===== src/rtl/pa_pkg.sv =====
package pa_pkg;
    typedef enum logic [1:0] {DIR_NONE, DIR_UP, DIR_DN} dir_e;
    typedef enum logic [1:0] {DET_IDLE, DET_SYS_LEAD, DET_SYNC_LEAD} det_state_e;
    typedef enum logic [1:0] {LK_ACQ, LK_LOCKED, LK_TIMEOUT} lock_state_e;
endpackage


===== src/rtl/pa_ratio_div.sv =====
module pa_ratio_div #(
    parameter int RATIO_W   = 4,
    parameter int BUS_TICKS = 4,
    parameter int TAP_W     = 4
) (
    input  logic               clk,
    input  logic               rst_n,
    input  logic [RATIO_W-1:0] ratio_m,
    input  logic [RATIO_W-1:0] ratio_n,
    input  logic               ratio_load,
    input  logic               sys_edge,
    input  logic [TAP_W-1:0]   tap,
    output logic               sync_ev,
    output logic               sys_ev
);
    localparam int MAX_PERIOD = 4 * ((1 << RATIO_W) - 1) * BUS_TICKS;
    localparam int PH_W       = $clog2(MAX_PERIOD + 1);
    localparam logic [PH_W-1:0] SYNC_TICKS = PH_W'(4 * BUS_TICKS);

    logic [RATIO_W-1:0] m_q, n_q;
    logic [RATIO_W-1:0] sys_cnt;
    logic [PH_W-1:0]    bus_ph;
    logic [PH_W-1:0]    period_last;

    assign period_last = PH_W'(n_q) * SYNC_TICKS - PH_W'(1);

    // ratio registers; zero is taken as one
    always_ff @(posedge clk or negedge rst_n) begin
        if (!rst_n) begin
            m_q <= RATIO_W'(1);
            n_q <= RATIO_W'(1);
        end else if (ratio_load) begin
            m_q <= (ratio_m == '0) ? RATIO_W'(1) : ratio_m;
            n_q <= (ratio_n == '0) ? RATIO_W'(1) : ratio_n;
        end
    end

    // bus phase count: bus/4 then /N
    always_ff @(posedge clk or negedge rst_n) begin
        if (!rst_n)                    bus_ph <= '0;
        else if (ratio_load)           bus_ph <= '0;
        else if (bus_ph == period_last) bus_ph <= '0;
        else                           bus_ph <= bus_ph + 1'b1;
    end

    // system strobe count: divide by M
    always_ff @(posedge clk or negedge rst_n) begin
        if (!rst_n)          sys_cnt <= '0;
        else if (ratio_load) sys_cnt <= '0;
        else if (sys_edge)   sys_cnt <= (sys_cnt == m_q - RATIO_W'(1)) ? '0 : sys_cnt + 1'b1;
    end

    assign sync_ev = !ratio_load && (bus_ph == PH_W'(tap));
    assign sys_ev  = !ratio_load && sys_edge && (sys_cnt == m_q - RATIO_W'(1));

    assert_phase_bound_R1: assert property (@(posedge clk) disable iff (!rst_n)
        bus_ph <= period_last);
endmodule


===== src/rtl/pa_edge_order_det.sv =====
module pa_edge_order_det
    import pa_pkg::*;
(
    input  logic clk,
    input  logic rst_n,
    input  logic clear,
    input  logic sync_ev,
    input  logic sys_ev,
    output logic dec_up,
    output logic dec_dn,
    output logic dec_tie
);
    det_state_e st_q, st_nxt;

    always_ff @(posedge clk or negedge rst_n) begin
        if (!rst_n) st_q <= DET_IDLE;
        else        st_q <= st_nxt;
    end

    always_comb begin
        st_nxt = st_q;
        if (clear) begin
            st_nxt = DET_IDLE;
        end else begin
            unique case (st_q)
                DET_IDLE: begin
                    if (sync_ev && !sys_ev)      st_nxt = DET_SYNC_LEAD;
                    else if (sys_ev && !sync_ev) st_nxt = DET_SYS_LEAD;
                end
                DET_SYNC_LEAD: begin
                    if (sys_ev) st_nxt = sync_ev ? DET_SYNC_LEAD : DET_IDLE;
                end
                DET_SYS_LEAD: begin
                    if (sync_ev) st_nxt = sys_ev ? DET_SYS_LEAD : DET_IDLE;
                end
                default: st_nxt = DET_IDLE;
            endcase
        end
    end

    always_comb begin
        dec_up  = 1'b0;
        dec_dn  = 1'b0;
        dec_tie = 1'b0;
        if (!clear) begin
            unique case (st_q)
                DET_IDLE:      dec_tie = sync_ev && sys_ev;
                DET_SYNC_LEAD: dec_up  = sys_ev;
                DET_SYS_LEAD:  dec_dn  = sync_ev;
                default: ;
            endcase
        end
    end
endmodule


===== src/rtl/pa_tap_lock.sv =====
module pa_tap_lock
    import pa_pkg::*;
#(
    parameter int TAPS       = 16,
    parameter int TAP_W      = 4,
    parameter int TAP_INIT   = 8,
    parameter int LOCK_RUN   = 8,
    parameter int LOCK_LIMIT = 1024
) (
    input  logic             clk,
    input  logic             rst_n,
    input  logic             ratio_load,
    input  logic             active,
    input  logic             dec_up,
    input  logic             dec_dn,
    input  logic             dec_tie,
    output logic [TAP_W-1:0] tap_q,
    output lock_state_e      lock_st
);
    localparam int RUN_W = $clog2(LOCK_RUN + 1);
    localparam int LIM_W = $clog2(LOCK_LIMIT);
    localparam logic [TAP_W-1:0] TAP_MAX = TAP_W'(TAPS - 1);
    localparam logic [TAP_W-1:0] TAP_RST = TAP_W'(TAP_INIT);

    lock_state_e      st_q, st_nxt;
    dir_e             prev_q;
    logic [RUN_W-1:0] run_q;
    logic [LIM_W-1:0] lim_q;
    logic             decided, qualify;

    assign decided = dec_up | dec_dn | dec_tie;
    assign qualify = dec_tie || (dec_up && prev_q != DIR_UP) || (dec_dn && prev_q != DIR_DN);

    // saturating tap counter, kept across loads, stops and bypass
    always_ff @(posedge clk or negedge rst_n) begin
        if (!rst_n)                           tap_q <= TAP_RST;
        else if (dec_up && tap_q != TAP_MAX)  tap_q <= tap_q + 1'b1;
        else if (dec_dn && tap_q != '0)       tap_q <= tap_q - 1'b1;
    end

    always_ff @(posedge clk or negedge rst_n) begin
        if (!rst_n) st_q <= LK_ACQ;
        else        st_q <= st_nxt;
    end

    always_comb begin
        st_nxt = st_q;
        if (ratio_load) begin
            st_nxt = LK_ACQ;
        end else begin
            unique case (st_q)
                LK_ACQ: begin
                    if (decided && qualify && run_q == RUN_W'(LOCK_RUN - 1))
                        st_nxt = LK_LOCKED;
                    else if (active && lim_q == LIM_W'(LOCK_LIMIT - 1))
                        st_nxt = LK_TIMEOUT;
                end
                LK_LOCKED:  st_nxt = LK_LOCKED;
                LK_TIMEOUT: st_nxt = LK_TIMEOUT;
                default:    st_nxt = LK_ACQ;
            endcase
        end
    end

    always_ff @(posedge clk or negedge rst_n) begin
        if (!rst_n) begin
            run_q  <= '0;
            lim_q  <= '0;
            prev_q <= DIR_NONE;
        end else if (ratio_load) begin
            run_q  <= '0;
            lim_q  <= '0;
            prev_q <= DIR_NONE;
        end else begin
            if (decided) begin
                prev_q <= dec_up ? DIR_UP : (dec_dn ? DIR_DN : DIR_NONE);
                if (st_q == LK_ACQ) run_q <= qualify ? run_q + 1'b1 : '0;
            end
            if (active && st_q == LK_ACQ && lim_q != LIM_W'(LOCK_LIMIT - 1))
                lim_q <= lim_q + 1'b1;
        end
    end

    assign lock_st = st_q;

    assert_tap_step_R4: assert property (@(posedge clk) disable iff (!rst_n)
        (tap_q == $past(tap_q)) || (tap_q == $past(tap_q) + 1'b1) || (tap_q == $past(tap_q) - 1'b1));
    assert_tap_range_R5: assert property (@(posedge clk) disable iff (!rst_n)
        tap_q <= TAP_MAX);
    assert_hold_when_idle_R8: assert property (@(posedge clk) disable iff (!rst_n)
        !active |=> $stable(tap_q));
    assert_load_clears_R3: assert property (@(posedge clk) disable iff (!rst_n)
        ratio_load |=> (st_q == LK_ACQ));
endmodule


===== src/rtl/gear_phase_aligner.sv =====
module gear_phase_aligner
    import pa_pkg::*;
#(
    parameter int TAPS       = 16,
    parameter int BUS_TICKS  = 4,
    parameter int RATIO_W    = 4,
    parameter int LOCK_RUN   = 8,
    parameter int LOCK_LIMIT = 1024,
    parameter int TAP_INIT   = TAPS / 2,
    parameter int TAP_W      = $clog2(TAPS)
) (
    input  logic               clk,
    input  logic               rst_n,
    input  logic [RATIO_W-1:0] ratio_m,
    input  logic [RATIO_W-1:0] ratio_n,
    input  logic               ratio_load,
    input  logic               sys_edge,
    input  logic               clk_stop,
    input  logic               bypass,
    output logic [TAP_W-1:0]   phase_sel,
    output logic               locked,
    output logic               timeout,
    output logic               sync_div_pulse,
    output logic               sys_div_pulse
);
    logic             sync_ev, sys_ev, active;
    logic             dec_up, dec_dn, dec_tie;
    logic [TAP_W-1:0] tap;
    lock_state_e      lock_st;

    assign active = !clk_stop && !bypass;

    pa_ratio_div #(.RATIO_W(RATIO_W), .BUS_TICKS(BUS_TICKS), .TAP_W(TAP_W)) div_i (
        .clk(clk), .rst_n(rst_n), .ratio_m(ratio_m), .ratio_n(ratio_n),
        .ratio_load(ratio_load), .sys_edge(sys_edge), .tap(tap),
        .sync_ev(sync_ev), .sys_ev(sys_ev));

    pa_edge_order_det det_i (
        .clk(clk), .rst_n(rst_n), .clear(ratio_load || !active),
        .sync_ev(sync_ev), .sys_ev(sys_ev),
        .dec_up(dec_up), .dec_dn(dec_dn), .dec_tie(dec_tie));

    pa_tap_lock #(.TAPS(TAPS), .TAP_W(TAP_W), .TAP_INIT(TAP_INIT),
                  .LOCK_RUN(LOCK_RUN), .LOCK_LIMIT(LOCK_LIMIT)) lock_i (
        .clk(clk), .rst_n(rst_n), .ratio_load(ratio_load), .active(active),
        .dec_up(dec_up), .dec_dn(dec_dn), .dec_tie(dec_tie),
        .tap_q(tap), .lock_st(lock_st));

    always_ff @(posedge clk or negedge rst_n) begin
        if (!rst_n) begin
            sync_div_pulse <= 1'b0;
            sys_div_pulse  <= 1'b0;
        end else begin
            sync_div_pulse <= sync_ev && !clk_stop;
            sys_div_pulse  <= sys_ev;
        end
    end

    assign phase_sel = bypass ? '0 : tap;
    assign locked    = (lock_st == LK_LOCKED) && !bypass;
    assign timeout   = (lock_st == LK_TIMEOUT);

    assert_stop_gates_R8: assert property (@(posedge clk) disable iff (!rst_n)
        clk_stop |=> !sync_div_pulse);
    assert_one_decision_R4: assert property (@(posedge clk) disable iff (!rst_n)
        $onehot0({dec_up, dec_dn, dec_tie}));
endmodule


===== config.mk =====
export PLATFORM = sky130hd
export DESIGN_NAME = gear_phase_aligner
export DESIGN_NICKNAME = d
export VERILOG_FILES = /design/src/rtl/pa_pkg.sv /design/src/rtl/pa_ratio_div.sv /design/src/rtl/pa_edge_order_det.sv /design/src/rtl/pa_tap_lock.sv /design/src/rtl/gear_phase_aligner.sv
export SDC_FILE = /design/constraint.sdc
export NUM_CORES = 1
export LEC_CHECK = 0
export BUFFER_PORTS_ARGS = -buffer_cell sky130_fd_sc_hd__buf_2
export CORE_MARGIN = 5
export CORE_UTILIZATION = 44
export CTS_CLUSTER_DIAMETER = 120
export DETAILED_ROUTE_END_ITERATION = 10
export PLACE_DENSITY = 0.61
export SLEW_MARGIN = 20
export SYNTH_ARGS = -nofsm -noshare
export SYNTH_HDL_FRONTEND = slang
export SYNTH_SLANG_ARGS = --single-unit

===== constraint.sdc =====
create_clock -name clk -period 5.53 [get_ports clk]
set_clock_uncertainty 0.1 [all_clocks]
set_input_delay 0.8295 -clock clk [delete_from_list [all_inputs] [get_ports clk]]
set_output_delay 0.8295 -clock clk [all_outputs]
set_load 0.05 [all_outputs]

* Word-level counts from Yosys, hierarchy flattened *
Cells that the tools add are included.

operators by class
  $add $sub $neg = 8
  muxes and demuxes = 38
  bitwise operators = 2
  reductions and logical operators = 39
  equality and inequality tests = 17

operator list
  kind                   number
  $mux 4                 12
  $mux 2                 13
  $mux 10                2
  $logic_and 1x1->1      18
  $mux 8                 2
  $add 4x1->4 const B    3
  $pmux 2 s3             2
  $add 10x1->10 const B  1
  $eq 10x10->1 const B   1
  $ne 10x10->1 const B   1
  $reduce_bool 2->1      5
  $add 8x1->8 const B    1
  $eq 8x4->1             1
  $eq 8x8->1             1
  $logic_not 4->1        2
  $sub 4x1->4 const B    2
  $sub 8x1->8 const B    1
  $mux 1                 7
  $logic_not 1->1        6
  $ne 3x1->1 const B     2
  $eq 2x1->1 const B     2
  $eq 2x2->1 const B     2
  $eq 4x3->1 const B     1
  $eq 4x4->1             1
  11 further kinds       15

word-level totals
  bits in registers = 46
  output and inout port bits = 8

* Longest topological paths before layout *
Gate-level depths: netlist (run 1).

  word-level depth = 13
  gate-level depth with buffers = 12

* Hierarchy *
Synthesis (run 1) repeated with hierarchy kept, for this count alone.

second synthesis, totals
  cell total of the unflattened synthesis = 264
  area, all modules = 2618.8 µm²

by module, submodules not included
  module              times used  area each (µm²)  cells each
  pa_tap_lock         1           1249.9           133
  pa_ratio_div        1           1128.6           107
  pa_edge_order_det   1           125.1            13
  gear_phase_aligner  1           115.1            11

* Worst setup path after synthesis (run 1) *
No wires, ideal clock.

  path type = input to register
  start = in ratio_load
  end = reg lock_i.tap_q[3]
  library setup time = 85 ps
  arrival = 3062 ps
  slack = 2283 ps
  stages = 12
  path through = buf_2 -> or3_1 -> clkbuf_1 -> nor2_1 -> nand3_1 -> or2_2 -> ha_1 -> a21o_1 -> a21oi_1 -> nand4_1 -> a31oi_1 -> o31ai_1

between the ends
  word-level cells in the longest chain between the ends = 7
  elaborated cells on any way between the ends = 13
  classes of those cells = 5 x mux; 8 x reduce/logical

ends and longest elaborated chain
  item                                                line                                    RTL
  from (decl)                                         gear_phase_aligner.sv:16                input logic ratio_load,
  $logic_not 1->1                                     pa_ratio_div.sv:53, pa_ratio_div.sv:54
  $logic_and 1x1->1 (2 in series)                     pa_ratio_div.sv:54                      assign sys_ev = !ratio_load && sys_edge && (sys_cnt == m_q - RATIO_W'(1));
  $mux 1                                              pa_edge_order_det.sv:46                 unique case (st_q)
  $mux 1                                              pa_edge_order_det.sv:45                 if (!clear) begin
  $logic_and 1x1->1                                   pa_tap_lock.sv:37                       else if (dec_up && tap_q != TAP_MAX) tap_q <= tap_q + 1'b1;
  $mux 4 / $reduce_bool 2->1 (equally long branches)  n/a
  to (signal assigned)                                pa_tap_lock.sv:37
  to (signal assigned)                                pa_tap_lock.sv:38                       else if (dec_dn && tap_q != '0) tap_q <= tap_q - 1'b1;
  to (decl)                                           pa_tap_lock.sv:17                       output logic [TAP_W-1:0] tap_q,

Parallel ways exist; a longest one is shown, timed or not.
A chain may end at the register's enable or synchronous reset.

* Worst setup path in the final report (run 1) *
  start = reg div_i.m_q[0]
  end = reg lock_i.tap_q[3]

between the ends
  word-level cells in the longest chain between the ends = 7
  elaborated cells on any way between the ends = 8
  classes of those cells = 1 x add/sub; 1 x eq/ne; 3 x mux; 3 x reduce/logical

ends and longest elaborated chain
  item                                                line                     RTL
  from (decl)                                         pa_ratio_div.sv:20       logic [RATIO_W-1:0] m_q, n_q;
  from (signal assigned)                              pa_ratio_div.sv:33       m_q <= (ratio_m == '0) ? RATIO_W'(1) : ratio_m;
  $sub 4x1->4 *                                       pa_ratio_div.sv:54
  $eq 4x4->1 *                                        pa_ratio_div.sv:54
  $logic_and 1x1->1 *                                 pa_ratio_div.sv:54
  $mux 1 *                                            pa_edge_order_det.sv:46
  $mux 1 *                                            pa_edge_order_det.sv:45
  $logic_and 1x1->1 *                                 pa_tap_lock.sv:37
  $mux 4 / $reduce_bool 2->1 (equally long branches)  n/a

Every way passes the cells marked *; elsewhere a longest branch is shown, timed or not.

==> impl_metrics.ini, run 1 <==
[setup_path]
required_ns = 5.66
critPathKind = register to register
worstSetupEndpointType = register
crit_path_max_fanout = 7
worst-path-buf-inv = 1
cpMaxStageDelayCell = dfstp_2
path_cells = inv_1 -> ha_1 -> xnor2_1 -> nor3_1 -> nand3_1 -> or2_2 -> ha_1 -> a21o_1 -> a21oi_1 -> nand4_1 -> a31oi_1 -> o31ai_1
cp_slowest_stage_delay_ns = 0.56
crit_path_frequent_cell = ha_1
cp-start-kind = register
worstPathArrival_ns = 3.55
path_delay_family = simple AND/OR/NAND/NOR gates

[global_routing]
grt_pass1_vias = 1793
antenna_found_initial = 0
grt_max_degree = 47
grt_overflow = 0
grt_pass1_wl_um = 8535
grt_usage_pct = 14.39

[sta]
setup_viol = 0
rsz0062_at_grt = no
slew_violations = 0
fmax_ghz = 0.2922
final-hold-violation-count = 0
finalCritPeriodShare_pct = 61.90
max_slew_margin_pct = 55.56
worstMarginPinSlew_ns = 0.6666
tns_ns = 0
period_needed_ns = 3.423

[detailed_routing]
vias = 1901
ant_nets = 0
dr.pass1.iters = 4
drc = 0
drtIter0Drc = 60
wl_per_cell_um = 13.61
wirelength_um = 4830
avgViaCountPerCell = 5.355

[run_status]
outcome = finished clean

[finish]
nets = 305
layout_common_cells = dfrtp_1 (43), nor2_1 (29), buf_2 (20)
syn2layout_area_growth_pct = 9.709
final_util_pct = 50.42
diodes = 0
final_common_cell = dfrtp_1
layout-drive-gt1-share_pct = 14.49

[pwr]
powerDensity_nw_per_um2 = 226.8
p_clk_share_pct = 31.5
ir_drop_mv = 0.09918
power_frac_seq_pct = 56.4
switching_share_pct = 26.46
p_leak_nw = 1.281
power.internal_mw = 0.4716
combPwrFrac_pct = 12.2
switchingPower_mw = 0.1697

[floorplan]
rows = 27
dieHeight_um = 86.54
die_width_um = 86.54
dieArea_sq_um = 7488
ioPinCount = 22
coreArea_sq_um = 5608
start_util_pct = 45.96

[yosys]
syn_area_per_cell_sq_um = 9.875
ys_types = 52
synth_edf_count = 0
mappedNetlistNets = 284
syn-cell-area_sq_um = 2577
yosys_register_bits = 46
ys_seq_area_share_pct = 44.81
syn_inst = 261
synth-async-reset-ratio_pct = 100.0
yosysWarnings = 0
synth_ff_type = dfrtp_1

[clock_network]
clkTransAtPathRegs_ns = 0.08
cts_buffer_depth = 2
clock-root-buffer = clkbuf_8
cts_resized = 0
cts_tree = done
post_cts_buffers = 0
cts-htree-levels = 2
clkLatencyLatePin_ns = 0.30
cts.sinks = 46
hold_buffers = 0
cts_buffers = 5

[placement]
dp_hpwl_um = 3482
gp_routability_congestion = 0.8335
port_buffers = 21

[worst_hold_path]
hold_path_class = input pin to asynchronous set/reset pin

[flow_run]
max_cap_viol_count = 0
Yosys cell counts (3+ instances only):
| cell type | n | area, sq um |
|---|---|---|
| xor2_1 | 14 | 122.6 |
| a21oi_1 | 5 | 25.02 |
| inv_1 | 10 | 37.54 |
| clkbuf_1 | 5 | 18.77 |
| xnor2_1 | 15 | 131.4 |
| nor2b_1 | 9 | 56.30 |
| nand4_1 | 6 | 37.54 |
| mux2_2 | 6 | 67.56 |
| and3_1 | 6 | 37.54 |
| nor2_1 | 29 | 108.9 |
| dfrtp_1 | 43 | 1076 |
| ha_1 | 8 | 100.1 |
| nand2_1 | 19 | 71.32 |
| nand3_1 | 16 | 80.08 |
| or3_1 | 4 | 25.02 |
| o21ai_0 | 10 | 50.05 |
| o31ai_1 | 3 | 22.52 |
| nor3_1 | 11 | 55.05 |
| dfstp_2 | 3 | 78.83 |
sequential cells by signal, summed over array words and instances, names as in the netlist, 4 cells and up:
name           flops
lock_i.tap_q       4
div_i.m_q          4
lock_i.run_q       4
div_i.bus_ph       8
div_i.sys_cnt      4
div_i.n_q          4
lock_i.lim_q      10
kinds of logic (layout without fill, tap and decap cells):
logic type / Yosys count / count (layout) / share of synthesized area (%)
buf+inv: 17 / 39 / 2.524
fa+ha+maj: 10 / 10 / 5.049
mux: 7 / 7 / 3.010
flops: 46 / 46 / 44.81
xor+xnor: 30 / 30 / 10.78
simple gates: 114 / 114 / 22.96
compound gates: 37 / 37 / 10.87
per-stage QoR:
stage | cell area [sq um] | worst slack [ns] | instances | hold WS, ns | total power, mW
6_report | 2828 | 2.107 | 355 | 0.4223 | 0.6413
5_1_grt | 2828 | 1.782 | 355 | 0.4363 | 0.6765
4_1_cts | 2825 | 2.089 | 355 | 0.4227 | 0.6528
3_5_place_dp | 2745 | 1.808 | 347 | 0.4173 | 0.4477
3_3_place_gp | 2745 | 1.908 | 347 | 0.4090 | 0.4460
2_1_floorplan | 2577 | 2.283 | 261 | 0.3646 | 0.4223
per-layer routing:
layer	vias up	share of wire [%]	global-route usage [%]
li1	965	-	-
met1	898	49	19.43
met2	30	45	22.39
met3	8	4.2	3.802
met4	0	1.8	4.816
met5	-	0	0
power groups by stage:
stage,Sequential (mW),Clock (mW),Combinational [mW]
floorplan,0.368,0,0.0548
global placement,0.368,0,0.0783
detailed placement,0.368,0,0.0795
CTS,0.362,0.211,0.0798
global route,0.363,0.223,0.0898
finish,0.362,0.202,0.0780
area by class of cell:
cell class	instances	area, sq um
inverter	10	37.54
timing repair buffer	21	107.6
clock buffer	8	80.08
tap	72	90.09
fill	536	2780
sequential	46	1155
multi-input combinational	198	1358
worst paths after layout:
path / start / to / slack [ns] / cells past startpoint
worst max-delay path: div_i.m_q[0] / lock_i.tap_q[3] / 2.11 / 12
worst min-delay path: rst_n / lock_i.tap_q[2] / 0.42 / 1
worst max register to register: div_i.m_q[0] / lock_i.tap_q[3] / 2.11 / 12
worst min register to register: div_i.bus_ph[0] / div_i.bus_ph[0] / 0.42 / 1
max in group asynchronous: rst_n / div_i.n_q[0] / 4.52 / 1
min in group clk: div_i.bus_ph[0] / div_i.bus_ph[0] / 0.42 / 1
Note: power is estimated with default switching activity, not from simulation.
==> run 2, diff against run 1 <==
==> constraint.sdc (replaced) <==
create_clock -name clk -period 3.4 [get_ports clk]
set_clock_uncertainty 0.1 [all_clocks]
set_input_delay 0.51 -clock clk [delete_from_list [all_inputs] [get_ports clk]]
set_output_delay 0.51 -clock clk [all_outputs]
set_load 0.05 [all_outputs]
==> run 2 against run 1 <==
  * Via count up 0.89%
  * Flip-flop and latch count unchanged
  * Power up 91%
  * Non-clock buffer count up 3
  * Sequential share of layout area down 1.2 points
  * Sequential power up 62%
  * Die area unchanged
  * Cell count up 0.85%
  * Largest power group unchanged
  * Highest routed layer unchanged
==> impl_metrics.ini, run 2 (synthesis gave the netlist of run 1 again) <==
[run_status]
outcome = finished clean

[floorplan]
dieArea_sq_um = 7488
die_width_um = 86.54
start_util_pct = 45.96
rows = 27
dieHeight_um = 86.54
coreArea_sq_um = 5608
ioPinCount = 22

[sta]
setup_viol = 0
finalCritPeriodShare_pct = 91.48
rsz0062_at_grt = no
tns_ns = 0
final-hold-violation-count = 0
fmax_ghz = 0.3215
slew_violations = 0
hold_slack_ns = 0.09314
max_slew_margin_pct = 62.40
period_needed_ns = 3.110
worstMarginPinSlew_ns = 0.5640

[finish]
layout_common_cells = dfrtp_1 (43), nor2_1 (29), buf_2 (20)
largest-register = lock_i.lim_q
final_common_cell = dfrtp_1
largest_registers = lock_i.lim_q: 10 flops, div_i.bus_ph: 8 flops
n_fill_cell = 552
syn2layout_area_growth_pct = 13.01
nets = 308
layout-drive-gt1-share_pct = 16.43
diodes = 0
largest_register_ff_count = 10

[flow_run]
max_cap_viol_count = 0

[setup_path]
critPathKind = register to register
cp-start-kind = register
cp_slowest_stage_delay_ns = 0.56
path_delay_family = simple AND/OR/NAND/NOR gates
required_ns = 3.53
path_cells = inv_1 -> ha_1 -> xnor2_1 -> nor3_1 -> nand3_1 -> or2_2 -> ha_1 -> a21o_1 -> a21oi_1 -> nand4_1 -> a31oi_1 -> o31ai_1
crit_path_frequent_cell = ha_1
worst-path-buf-inv = 1
worstSetupEndpointType = register
crit_path_max_fanout = 3
reg2reg_setup_slack_ns = 0.29
cpMaxStageDelayCell = dfstp_2
worstPathArrival_ns = 3.24

[clock_network]
cts-htree-levels = 2
cts.sinks = 46
hold_buffers = 0
clkLatencyLatePin_ns = 0.30
cts_tree = done
clkTransAtPathRegs_ns = 0.09
cts_resized = 0
post_cts_buffers = 0
clock-root-buffer = clkbuf_8
cts_buffers = 5
cts_buffer_depth = 2

[detailed_routing]
avgViaCountPerCell = 5.358
wirelength_um = 4955
drtIter0Drc = 92
vias = 1918
wl_per_cell_um = 13.84
ant_nets = 0
drc = 0
dr.pass1.iters = 4

[global_routing]
grt_max_degree = 47
grt_overflow = 0
antenna_found_initial = 0
grt_pass1_wl_um = 8763
grt_usage_pct = 14.74
grt_pass1_vias = 1918

[worst_hold_path]
hold_path_class = input pin to asynchronous set/reset pin

[pwr]
combPwrFrac_pct = 10.6
p_leak_nw = 1.326
ir_drop_mv = 0.1610
power.internal_mw = 0.9358
power_frac_seq_pct = 48.0
powerDensity_nw_per_um2 = 420.3
switchingPower_mw = 0.2885
switching_share_pct = 23.56
p_clk_share_pct = 41.5

[placement]
port_buffers = 21
dp_hpwl_um = 3512
gp_routability_congestion = 0.8537
## run 2: layer usage
metal  share of wire [%]  global-route usage [%]  routed length [um]  up-vias
met5                   0                       0                   0        -
met4                 2.2                   6.657                 110        0
met3                 3.9                   3.707                 194        9
met2                  45                   22.60                2237       33
met1                  49                   19.57                2412      900
li1                    -                       -                   -      976
## run 2: final cells by class
| cell class | instances | area (sq um) | area share [%] |
|---|---|---|---|
| clock buffers | 6 | 82.58 | 2.835 |
| clock inverters | 2 | 60.06 | 2.062 |
| inverters | 10 | 37.54 | 1.289 |
| multi-input cells | 198 | 1358 | 46.61 |
| flip-flops and latches | 46 | 1155 | 39.65 |
| well taps | 72 | 90.09 | 3.093 |
| repair buffers | 24 | 130.1 | 4.467 |
## run 2: path summary, 6_finish.rpt
path	cells after the start	to	startpoint
max in group asynchronous	1	lock_i.lim_q[8]	rst_n
worst min register to register	1	div_i.bus_ph[0]	div_i.bus_ph[0]
worst max-delay path	12	lock_i.tap_q[3]	div_i.m_q[0]
worst max register to register	12	lock_i.tap_q[3]	div_i.m_q[0]
min in group clk	2	sync_div_pulse	clk_stop
worst min-delay path	1	div_i.sys_cnt[3]	rst_n
## run 2: power groups by stage
stage	Clock, mW	Combinational [mW]	Sequential (mW)
3_3_place_gp	0	0.130	0.598
3_5_place_dp	0	0.132	0.599
4_1_cts	0.522	0.132	0.588
5_1_grt	0.539	0.149	0.591
6_report	0.508	0.129	0.587
2_1_floorplan	0	0.0891	0.598
## run 2: through the flow
| stage | worst slack [ns] | total power, mW | std cells | util [%] | cell area [sq um] |
|---|---|---|---|---|---|
| after global placement | 0.3948 | 0.7278 | 350 | 49.35 | 2768 |
| after CTS | 0.3021 | 1.242 | 358 | 51.90 | 2910 |
| after detailed placement | 0.3269 | 0.7305 | 350 | 49.35 | 2768 |
| after floorplan | 0.3213 | 0.6868 | 261 | - | 2577 |
| after global routing | 0.01473 | 1.279 | 358 | 51.94 | 2913 |
| final | 0.2897 | 1.224 | 358 | 51.94 | 2913 |
## run 2: worst reg2reg max path, stage by stage, from the launching register on
cell and delay, ns:
dfstp_2 0.56, inv_1 0.06, ha_1 0.30, xnor2_1 0.13, nor3_1 0.30, nand3_1 0.14
or2_2 0.36, ha_1 0.28, a21o_1 0.17, a21oi_1 0.21, nand4_1 0.14, a31oi_1 0.20
o31ai_1 0.10
